===== config.mk =====
export PLATFORM = sky130hd
export DESIGN_NAME = pin_ctrl_bank
export DESIGN_NICKNAME = d
export VERILOG_FILES = /design/src/rtl/pin_ctrl_pkg.sv /design/src/rtl/pin_ctrl_sync.sv /design/src/rtl/pin_ctrl_regs.sv /design/src/rtl/pin_ctrl_irq.sv /design/src/rtl/pin_ctrl_bank.sv
export SDC_FILE = /design/constraint.sdc
export NUM_CORES = 1
export LEC_CHECK = 0
export ABC_AREA = 1
export CORE_MARGIN = 10
export CORE_UTILIZATION = 40
export DETAILED_ROUTE_END_ITERATION = 10
export PLACE_DENSITY = 0.75
export RECOVER_POWER = 25
export REMOVE_ABC_BUFFERS = 1
export SYNTH_ARGS = -nofsm -noshare
export SYNTH_HDL_FRONTEND = slang
export SYNTH_SLANG_ARGS = --single-unit

===== constraint.sdc =====
create_clock -name clk -period 2.2 [get_ports clk]
set_input_delay 0.44 -clock clk [delete_from_list [all_inputs] [get_ports clk]]
set_output_delay 0.44 -clock clk [all_outputs]
set_load 0.02 [all_outputs]

===== src/rtl/pin_ctrl_pkg.sv =====
package pin_ctrl_pkg;
   localparam int ADR_IN   = 'h00;
   localparam int ADR_GIEN = 'h20;
   // per-pin register slots, slot i lives at byte offset 4*(i+1)
   localparam int SLOT_OUT  = 0;
   localparam int SLOT_OE   = 1;
   localparam int SLOT_FUNC = 2;
   localparam int SLOT_PU   = 3;
   localparam int SLOT_PD   = 4;
   localparam int SLOT_MASK = 5;
   localparam int SLOT_POL  = 6;
   localparam int NSLOT     = 7;

   function automatic int slot_addr(input int s);
      return 4 * (s + 1);
   endfunction
endpackage


===== src/rtl/pin_ctrl_sync.sv =====
module pin_ctrl_sync #(
   parameter int W      = 16,
   parameter int STAGES = 2
) (
   input  logic         clk,
   input  logic         rst_n,
   input  logic [W-1:0] din,
   output logic [W-1:0] dout
);
   generate
      if (STAGES < 2) begin : g_bad_stages
         $error("pin_ctrl_sync: STAGES must be at least 2");
      end
   endgenerate

   logic [STAGES-1:0][W-1:0] chain;

   always_ff @(posedge clk or negedge rst_n) begin
      if (!rst_n) chain <= '0;
      else        chain <= {chain[STAGES-2:0], din};
   end

   assign dout = chain[STAGES-1];
endmodule


===== src/rtl/pin_ctrl_regs.sv =====
module pin_ctrl_regs
   import pin_ctrl_pkg::*;
#(
   parameter int NPIN = 16,
   parameter int AW   = 8,
   parameter int DW   = 32
) (
   input  logic                       clk,
   input  logic                       rst_n,
   input  logic                       sel,
   input  logic                       wr,
   input  logic [AW-1:0]              addr,
   input  logic [NPIN-1:0]            wdata_lo,
   input  logic                       wdata_b0,
   input  logic [NPIN-1:0]            in_sync,
   output logic [NSLOT-1:0][NPIN-1:0] slot_q,
   output logic                       gien_q,
   output logic [DW-1:0]              rdata
);
   logic wen;
   assign wen = sel & wr;

   genvar g;
   generate
      for (g = 0; g < NSLOT; g++) begin : g_slot
         logic [NPIN-1:0] q;
         always_ff @(posedge clk or negedge rst_n) begin
            if (!rst_n)                                  q <= '0;
            else if (wen && addr == AW'(slot_addr(g)))   q <= wdata_lo;
         end
         assign slot_q[g] = q;
      end
   endgenerate

   always_ff @(posedge clk or negedge rst_n) begin
      if (!rst_n)                                gien_q <= 1'b0;
      else if (wen && addr == AW'(ADR_GIEN))     gien_q <= wdata_b0;
   end

   always_comb begin
      rdata = '0;
      if (addr == AW'(ADR_IN))   rdata[NPIN-1:0] = in_sync;
      if (addr == AW'(ADR_GIEN)) rdata[0]        = gien_q;
      for (int i = 0; i < NSLOT; i++) begin
         if (addr == AW'(slot_addr(i))) rdata[NPIN-1:0] = slot_q[i];
      end
   end
endmodule


===== src/rtl/pin_ctrl_irq.sv =====
module pin_ctrl_irq #(
   parameter int NPIN = 16
) (
   input  logic [NPIN-1:0] level,
   input  logic [NPIN-1:0] ref_lvl,
   input  logic [NPIN-1:0] enable,
   input  logic            gien,
   output logic [NPIN-1:0] pending,
   output logic            irq
);
   assign pending = (level ^ ref_lvl) & enable;
   assign irq     = gien & (|pending);
endmodule


===== src/rtl/pin_ctrl_bank.sv =====
module pin_ctrl_bank
   import pin_ctrl_pkg::*;
#(
   parameter int NPIN = 16,
   parameter int AW   = 8,
   parameter int DW   = 32
) (
   input  logic            clk,
   input  logic            rst_n,
   input  logic            bus_sel,
   input  logic            bus_wr,
   input  logic [AW-1:0]   bus_addr,
   input  logic [DW-1:0]   bus_wdata,
   output logic [DW-1:0]   bus_rdata,
   input  logic [NPIN-1:0] pad_in,
   output logic [NPIN-1:0] pad_out,
   output logic [NPIN-1:0] pad_oe,
   output logic [NPIN-1:0] pad_func,
   output logic [NPIN-1:0] pad_pu,
   output logic [NPIN-1:0] pad_pd,
   output logic            irq
);
   generate
      if (NPIN < 1 || NPIN > DW) begin : g_bad_npin
         $error("pin_ctrl_bank: NPIN must lie in 1..DW");
      end
      if (AW < 6) begin : g_bad_aw
         $error("pin_ctrl_bank: AW too narrow for the register map");
      end
      if (NPIN < DW) begin : g_spare
         logic unused_wdata_hi;
         assign unused_wdata_hi = ^bus_wdata[DW-1:NPIN];
      end
   endgenerate

   logic [NPIN-1:0]            in_sync;
   logic [NSLOT-1:0][NPIN-1:0] slot_q;
   logic                       gien;
   logic [NPIN-1:0]            irq_mask;
   logic [NPIN-1:0]            pending;

   pin_ctrl_sync #(.W(NPIN), .STAGES(2)) u_sync (
      .clk  (clk),
      .rst_n(rst_n),
      .din  (pad_in),
      .dout (in_sync)
   );

   pin_ctrl_regs #(.NPIN(NPIN), .AW(AW), .DW(DW)) u_regs (
      .clk     (clk),
      .rst_n   (rst_n),
      .sel     (bus_sel),
      .wr      (bus_wr),
      .addr    (bus_addr),
      .wdata_lo(bus_wdata[NPIN-1:0]),
      .wdata_b0(bus_wdata[0]),
      .in_sync (in_sync),
      .slot_q  (slot_q),
      .gien_q  (gien),
      .rdata   (bus_rdata)
   );

   assign irq_mask = slot_q[SLOT_MASK];

   pin_ctrl_irq #(.NPIN(NPIN)) u_irq (
      .level  (in_sync),
      .ref_lvl(slot_q[SLOT_POL]),
      .enable (irq_mask),
      .gien   (gien),
      .pending(pending),
      .irq    (irq)
   );

   assign pad_oe   = slot_q[SLOT_OE];
   assign pad_out  = slot_q[SLOT_OUT] & slot_q[SLOT_OE];
   assign pad_func = slot_q[SLOT_FUNC];
   assign pad_pu   = slot_q[SLOT_PU];
   assign pad_pd   = slot_q[SLOT_PD];
endmodule


==> flow_metrics.py, run 1 <==
metrics = {
    "run_status": {
        "status": "complete, but fails checks",
        "violations": "negative setup slack",
    },
    "clock_network": {
        "cts_root_buf": "clkbuf_16",
        "cts.sinks": 145,
        "clkLatencyLatePin_ns": 0.42,
        "cts_tree": "yes",
        "cts_buffers": 17,
        "clkTransAtPathRegs_ns": 0.06,
        "clock_path_buffers": 2,
        "htree_levels": 4,
    },
    "logic_synthesis": {
        "synth_ff_type": "dfrtp_1",
        "syn_inst": 836,
        "postSynth.asyncResetShare": 1.000,
        "synth.distinct_cells": 26,
        "synth_common_cells": "nand2_1 (257), dfrtp_1 (145), buf_4 (84)",
        "synth_area_um2": 7264,
        "syn_avg_cell_area_um2": 8.690,
        "yosysTopAreaCellShare": 0.4995,
        "synth_area_leaders": "dfrtp_1 (50%), nand2_1 (13%), buf_4 (8.7%)",
        "post-synth-top-count-cell": "nand2_1",
        "yosys_warnings": 0,
        "yosys.area.top_type": "dfrtp_1",
        "synth_seq_cells": 145,
        "synth_edf_count": 0,
        "synth_seq_area_share": 0.4995,
    },
    "sta": {
        "hold-worst-slack_ns": 0.3453,
        "fmax_mhz": 436.1,
        "relSlewSlack": 0.06680,
        "slew_viol_final": 0,
        "fin_ws_ns": -0.09328,
        "setup-violations-final": 1,
        "period_minus_slack_ns": 2.293,
        "hold_viol_final": 0,
        "worst_pin_slew_ns": 1.400,
        "fin_skew_ns": 0.004286,
        "period_share": 1.042,
        "rsz0062_at_grt": "true",
    },
    "pwr": {
        "vdd_drop_max_mv": 0.4675,
        "power_uw": 6238,
        "powerDensity_nw_per_um2": 645.7,
        "power_leakage_uw": 0.004576,
    },
    "drt": {
        "post-route-drc-count": 0,
        "post_drt_wl_per_cell_um": 18.46,
        "ant_nets": 0,
        "drtIter0Drc": 461,
        "routed_wl_um": 22300,
        "avgViaCountPerCell": 5.044,
        "vias": 6093,
        "drt_first_pass_iters": 5,
    },
    "finish": {
        "fin_nets": 1026,
        "utilization": 0.5396,
        "area_growth_pct": 32.98,
        "drive_above_1_share": 0.2280,
    },
    "critical_path": {
        "max_stage_delay_ns": 0.38,
        "crit_chain": "or2_4, nand3_2, o21ai_2, nor2_1, nand4_1, nor2_2, nor2_1, buf_4",
        "cp_data_required_time_ns": 1.76,
        "worst-path-buf-inv": 1,
        "path_depth": 8,
        "arrival_ns": 1.85,
        "rr_worst_depth": 3,
        "path_class": "reg2out",
        "path_max_fanout": 2,
        "cpMostUsedCell": "nor2_1",
        "startpoint_type": "flop",
        "slowest_stage": "dfrtp_1",
        "crit_family": "simple AND/OR/NAND/NOR gates",
        "critPathCaptureType": "primary output",
    },
    "global_route": {
        "antenna_found_initial": 1,
        "grt_max_degree": 55,
        "grt_usage": 0.1849,
        "grt_overflow": 0,
        "grt_pass1_vias": 6203,
        "grt_pass1_wl_um": 34730,
    },
    "hold_path": {
        "holdPathStages": 0,
        "hp-class": "reg2reg",
    },
    "place": {
        "place.gp.congestion": 0.8588,
        "io_buffer_count": 140,
        "preCtsSetupSlack_ns": -0.7657,
        "dp_hpwl_um": 15350,
    },
    "floorplanning": {
        "io_pins": 173,
        "die_h_um": 154.8,
        "coreArea_um2": 17900,
        "dieArea_um2": 23950,
        "initial_core_util": 0.4058,
        "rows": 49,
        "die_w_um": 154.8,
    },
    "job": {
        "cap_violations": 0,
    },
}
-- worst register-to-register path: cells and delay by family (launching register included) --
family	cells	cell delay (ns)
AND/OR/NAND/NOR	1	0.08
flip-flops	1	0.38
buffers and inverters	1	0.14
AO/OA/AOI/OAI	1	0.05
-- logic make-up after synthesis --
logic type	synth area share
AOI/OAI and AO/OA	0.1126
buffers and inverters	0.1519
other	0.0005162
DFF	0.4995
and+or+nand+nor	0.2330
xor gates and xnor gates	0.002412
-- registers in the layout, summed over array words and instances (netlist names) --
| register | cells |
|---|---|
| u_sync.chain | 16 |
| u_regs.g_slot.q | 112 |
| u_regs.gien_q | 1 |
| u_sync.dout | 16 |
-- cells in the final DEF, fill, tap and decap left out, drive strengths merged --
cell and n:
clkinvlp 3, nand4 17, inv 57, diode 1, clkbuf 25, or2 11, a21oi 3, o2111ai 1
dfrtp 145, o21ai 120, xor2 2, clkdlybuf4s50 98, o22ai 10, dlygate4sd3 17, nand3 51, nor2 34
conb 16, bufinv 3, buf 90, nand2 271, clkinv 4
-- layout make-up --
cell class	count	area, um^2
flip-flops and latches	145	3628
clock buffers	22	464.2
diodes	1	2.502
fillers	1606	8242
well taps	229	286.5
inverters	58	231.5
clock inverters	9	132.6
repair buffers	208	2166
multi-input cells	536	2749
-- power by group --
part | internal, uW | switching [uW]
Clock | 1840 | 1080
Sequential | 2750 | 65.8
Combinational | 206 | 295
-- through the flow --
stage                TNS, ns  instances  area [um^2]
global route         -0.2330       1207         9658
global placement      -12.46       1167         8826
floorplan                  0        739         6444
CTS                  -0.1615       1208         9649
detailed placement    -13.01       1167         8826
finish              -0.09328       1208         9661
-- what timing repair did --
| item | CTS | global route |
|---|---|---|
| pin swaps | 22 | 18 |
| setup endpoints to repair | 17 | 17 |
| gates cloned | 4 | 0 |
| resized for setup | 156 | 26 |
| setup buffers | 5 | 1 |
| hold buffers | 1 | 0 |
| hold endpoints to repair | 48 | 0 |
-- path summary, 6_finish.rpt --
| check | start | to | slack (ns) |
|---|---|---|---|
| worst min-delay path | u_sync.chain[4]$_DFF_PN0_ | u_sync.dout[4]$_DFF_PN0_ | 0.35 |
| min in group asynchronous | rst_n | u_regs.g_slot[4].q[15]$_DFFE_PN0P_ | 0.89 |
| max in group asynchronous | rst_n | u_sync.chain[13]$_DFF_PN0_ | 0.28 |
| worst max register to register | u_regs.g_slot[6].q[4]$_DFFE_PN0P_ | u_regs.g_slot[6].q[4]$_DFFE_PN0P_ | 1.43 |
| worst max-delay path | u_sync.dout[4]$_DFF_PN0_ | irq | -0.09 |
| worst min register to register | u_sync.chain[4]$_DFF_PN0_ | u_sync.dout[4]$_DFF_PN0_ | 0.35 |
-- routing by layer --
layer  global-route usage  vias up  part of all wire
li1                     -     2876                 -
met1               0.2317     2940              0.42
met2               0.2946      245              0.48
met3              0.05879       32             0.075
met4              0.06298        0             0.020
met5                    0        -                 0
(Power assumes the default switching activity.)
==> run 2: changes to the inputs <==
--- a/config.mk
+++ b/config.mk
@@ -5,11 +5,11 @@
 export SDC_FILE = /design/constraint.sdc
 export NUM_CORES = 1
 export LEC_CHECK = 0
-export ABC_AREA = 1
+export ABC_AREA = 0
 export CORE_MARGIN = 10
 export CORE_UTILIZATION = 40
 export DETAILED_ROUTE_END_ITERATION = 10
-export PLACE_DENSITY = 0.75
+export PLACE_DENSITY = 0.74
 export RECOVER_POWER = 25
 export REMOVE_ABC_BUFFERS = 1
 export SYNTH_ARGS = -nofsm -noshare
==> flow_metrics.py, run 2 <==
metrics = {
    "logic_synthesis": {
        "synth_area_leaders": "dfrtp_1 (47%), mux2_2 (14%), buf_4 (8.0%)",
        "post-synth-top-count-cell": "dfrtp_1",
        "syn_avg_cell_area_um2": 11.23,
        "synth_edf_count": 0,
        "synth_area_um2": 7692,
        "postSynth.asyncResetShare": 1.000,
        "synth_ff_type": "dfrtp_1",
        "yosysTopAreaCellShare": 0.4717,
        "synth_common_cells": "dfrtp_1 (145), mux2_2 (98), buf_4 (82)",
        "syn_inst": 685,
        "yosys.area.top_type": "dfrtp_1",
        "synth_seq_cells": 145,
        "synth_seq_area_share": 0.4717,
        "yosys_warnings": 0,
        "synth.distinct_cells": 50,
    },
    "global_route": {
        "grt_pass1_wl_um": 36110,
        "grt_overflow": 0,
        "grt_usage": 0.1902,
        "antenna_found_initial": 0,
        "grt_pass1_vias": 6223,
        "grt_max_degree": 55,
    },
    "place": {
        "placed_cells": 1075,
        "dp_hpwl_um": 16790,
        "io_buffer_count": 140,
        "place.gp.congestion": 0.8652,
    },
    "clock_network": {
        "htree_levels": 4,
        "cts_buffers": 17,
        "clkTransAtPathRegs_ns": 0.05,
        "cts.sinks": 145,
        "cts_root_buf": "clkbuf_16",
        "clkLatencyLatePin_ns": 0.43,
        "clock_path_buffers": 2,
        "cts_tree": "yes",
    },
    "sta": {
        "worst_pin_slew_ns": 0.8622,
        "fin_skew_ns": 0.001524,
        "setup-violations-final": 16,
        "rsz0062_at_grt": "true",
        "fmax_mhz": 365.5,
        "relSlewSlack": 0.4252,
        "period_minus_slack_ns": 2.736,
        "hold-worst-slack_ns": 0.3455,
        "slew_viol_final": 0,
        "fin_ws_ns": -0.5363,
        "hold_viol_final": 0,
        "period_share": 1.244,
    },
    "pwr": {
        "power_uw": 6632,
        "powerDensity_nw_per_um2": 623.3,
        "vdd_drop_max_mv": 0.5755,
        "power_leakage_uw": 0.004871,
    },
    "critical_path": {
        "crit_chain": "buf_8, or4b_4, buf_6, buf_6, or3_4, o211a_1, a211oi_2, buf_4",
        "max_stage_delay_ns": 0.63,
        "slowest_stage": "or4b_4",
        "cp_data_required_time_ns": 1.76,
        "arrival_ns": 2.30,
        "cpMostUsedCell": "buf_6",
        "critPathCaptureType": "primary output",
        "path_max_fanout": 5,
        "path_class": "in2out",
        "startpoint_type": "input pin",
    },
    "finish": {
        "final_common_cell": "dfrtp_1",
        "top_register": "u_regs.g_slot.q",
        "fin_nets": 914,
        "diodes": 0,
        "fill_cells": 1568,
        "final_cell_mix": "dfrtp_1 (145), clkdlybuf4s50_1 (98), buf_4 (98), mux2_2 (96), buf_6 (29)",
        "area_growth_pct": 38.32,
        "largest_register_ffs": 112,
        "final_cells": 1126,
        "drive_above_1_share": 0.3811,
    },
    "drt": {
        "post_drt_wl_per_cell_um": 21.65,
        "routed_wl_um": 24380,
        "drtIter0Drc": 402,
        "vias": 6024,
        "ant_nets": 0,
        "avgViaCountPerCell": 5.350,
        "drt_first_pass_iters": 5,
        "post-route-drc-count": 0,
    },
    "floorplanning": {
        "io_pins": 173,
        "dieArea_um2": 25180,
        "die_w_um": 158.7,
        "die_h_um": 158.7,
        "coreArea_um2": 18830,
        "rows": 50,
        "initial_core_util": 0.4085,
    },
    "run_status": {
        "violations": "negative setup slack",
        "status": "complete, but fails checks",
    },
    "job": {
        "cap_violations": 0,
    },
    "hold_path": {
        "hp-class": "reg2reg",
    },
}
[run 2: per-layer routing]
metal  vias up  part of all wire  track usage
met5         -                 0            0
met4         0             0.025      0.06705
met3        41             0.069      0.05532
met2       221              0.51       0.3181
met1      3059              0.40       0.2285
li1       2703                 -            -
[run 2: cells by family (layout without fill, tap and decap cells)]
logic type	after synthesis	count (layout)	synth area share
simple gates	156	157	0.1244
flops	145	145	0.4717
buf+inv	144	309	0.1152
compound gates	113	113	0.1072
mux	110	110	0.1628
xor+xnor	16	16	0.01822
other cells	1	16	0.0004875
[run 2: layout make-up]
type	instances	area, um^2	share of cell area
Sequential cell	145	3628	0.3410
Multi-Input combinational cell	412	3522	0.3310
Timing Repair Buffer	261	2486	0.2337
Clock buffer	23	488.0	0.04586
Tap cell	260	325.3	0.03057
Clock inverter	8	126.4	0.01188
Inverter	17	63.81	0.005997
[run 2: power breakdown]
group | leakage (uW) | internal (uW) | switching, uW
clock network | 0.000292 | 1900 | 1120
logic | 0.00270 | 351 | 444
registers | 0.00187 | 2760 | 61.8
[run 2: path summary, 6_finish.rpt]
kind	cells past startpoint	slack, ns	from	endpoint
setup / recovery	8	-0.54	bus_addr[6]	bus_rdata[5]
hold / removal	0	0.35	u_sync.chain[5]$_DFF_PN0_	u_sync.dout[5]$_DFF_PN0_
setup reg to reg	3	1.20	u_regs.g_slot[6].q[1]$_DFFE_PN0P_	u_regs.g_slot[6].q[1]$_DFFE_PN0P_
hold reg to reg	0	0.35	u_sync.chain[5]$_DFF_PN0_	u_sync.dout[5]$_DFF_PN0_
max in group asynchronous	3	0.41	rst_n	u_regs.g_slot[0].q[12]$_DFFE_PN0P_
min in group asynchronous	2	0.65	rst_n	u_regs.g_slot[3].q[1]$_DFFE_PN0P_
[run 2: through the flow]
stage	instance area [um^2]	utilization	setup slack, ns	TNS [ns]
6_report	10640	0.5651	-0.5363	-6.381
5_1_grt	10640	0.5651	-0.5443	-7.174
4_1_cts	10440	0.5542	-0.5048	-6.848
3_5_place_dp	9503	0.5047	-1.519	-77.15
3_3_place_gp	9503	0.5047	-1.459	-73.15
2_1_floorplan	6927	-	-0.6645	-49.98
[run 2: worst max-delay path: cells and delay by family]
| kind | cells | cell delay, ns |
|---|---|---|
| AND/OR/NAND/NOR | 2 | 1.00 |
| buffers and inverters | 4 | 0.55 |
| AO/OA/AOI/OAI | 2 | 0.30 |
[run 2: repair_timing]
action,4_1_cts,5_1_grt
resized for setup,171,35
gates cloned,1,1
buffers inserted,14,5
endpoints found under the setup margin,96,22
hold endpoints to repair,29,0
pin swaps,41,29
hold buffers,1,0
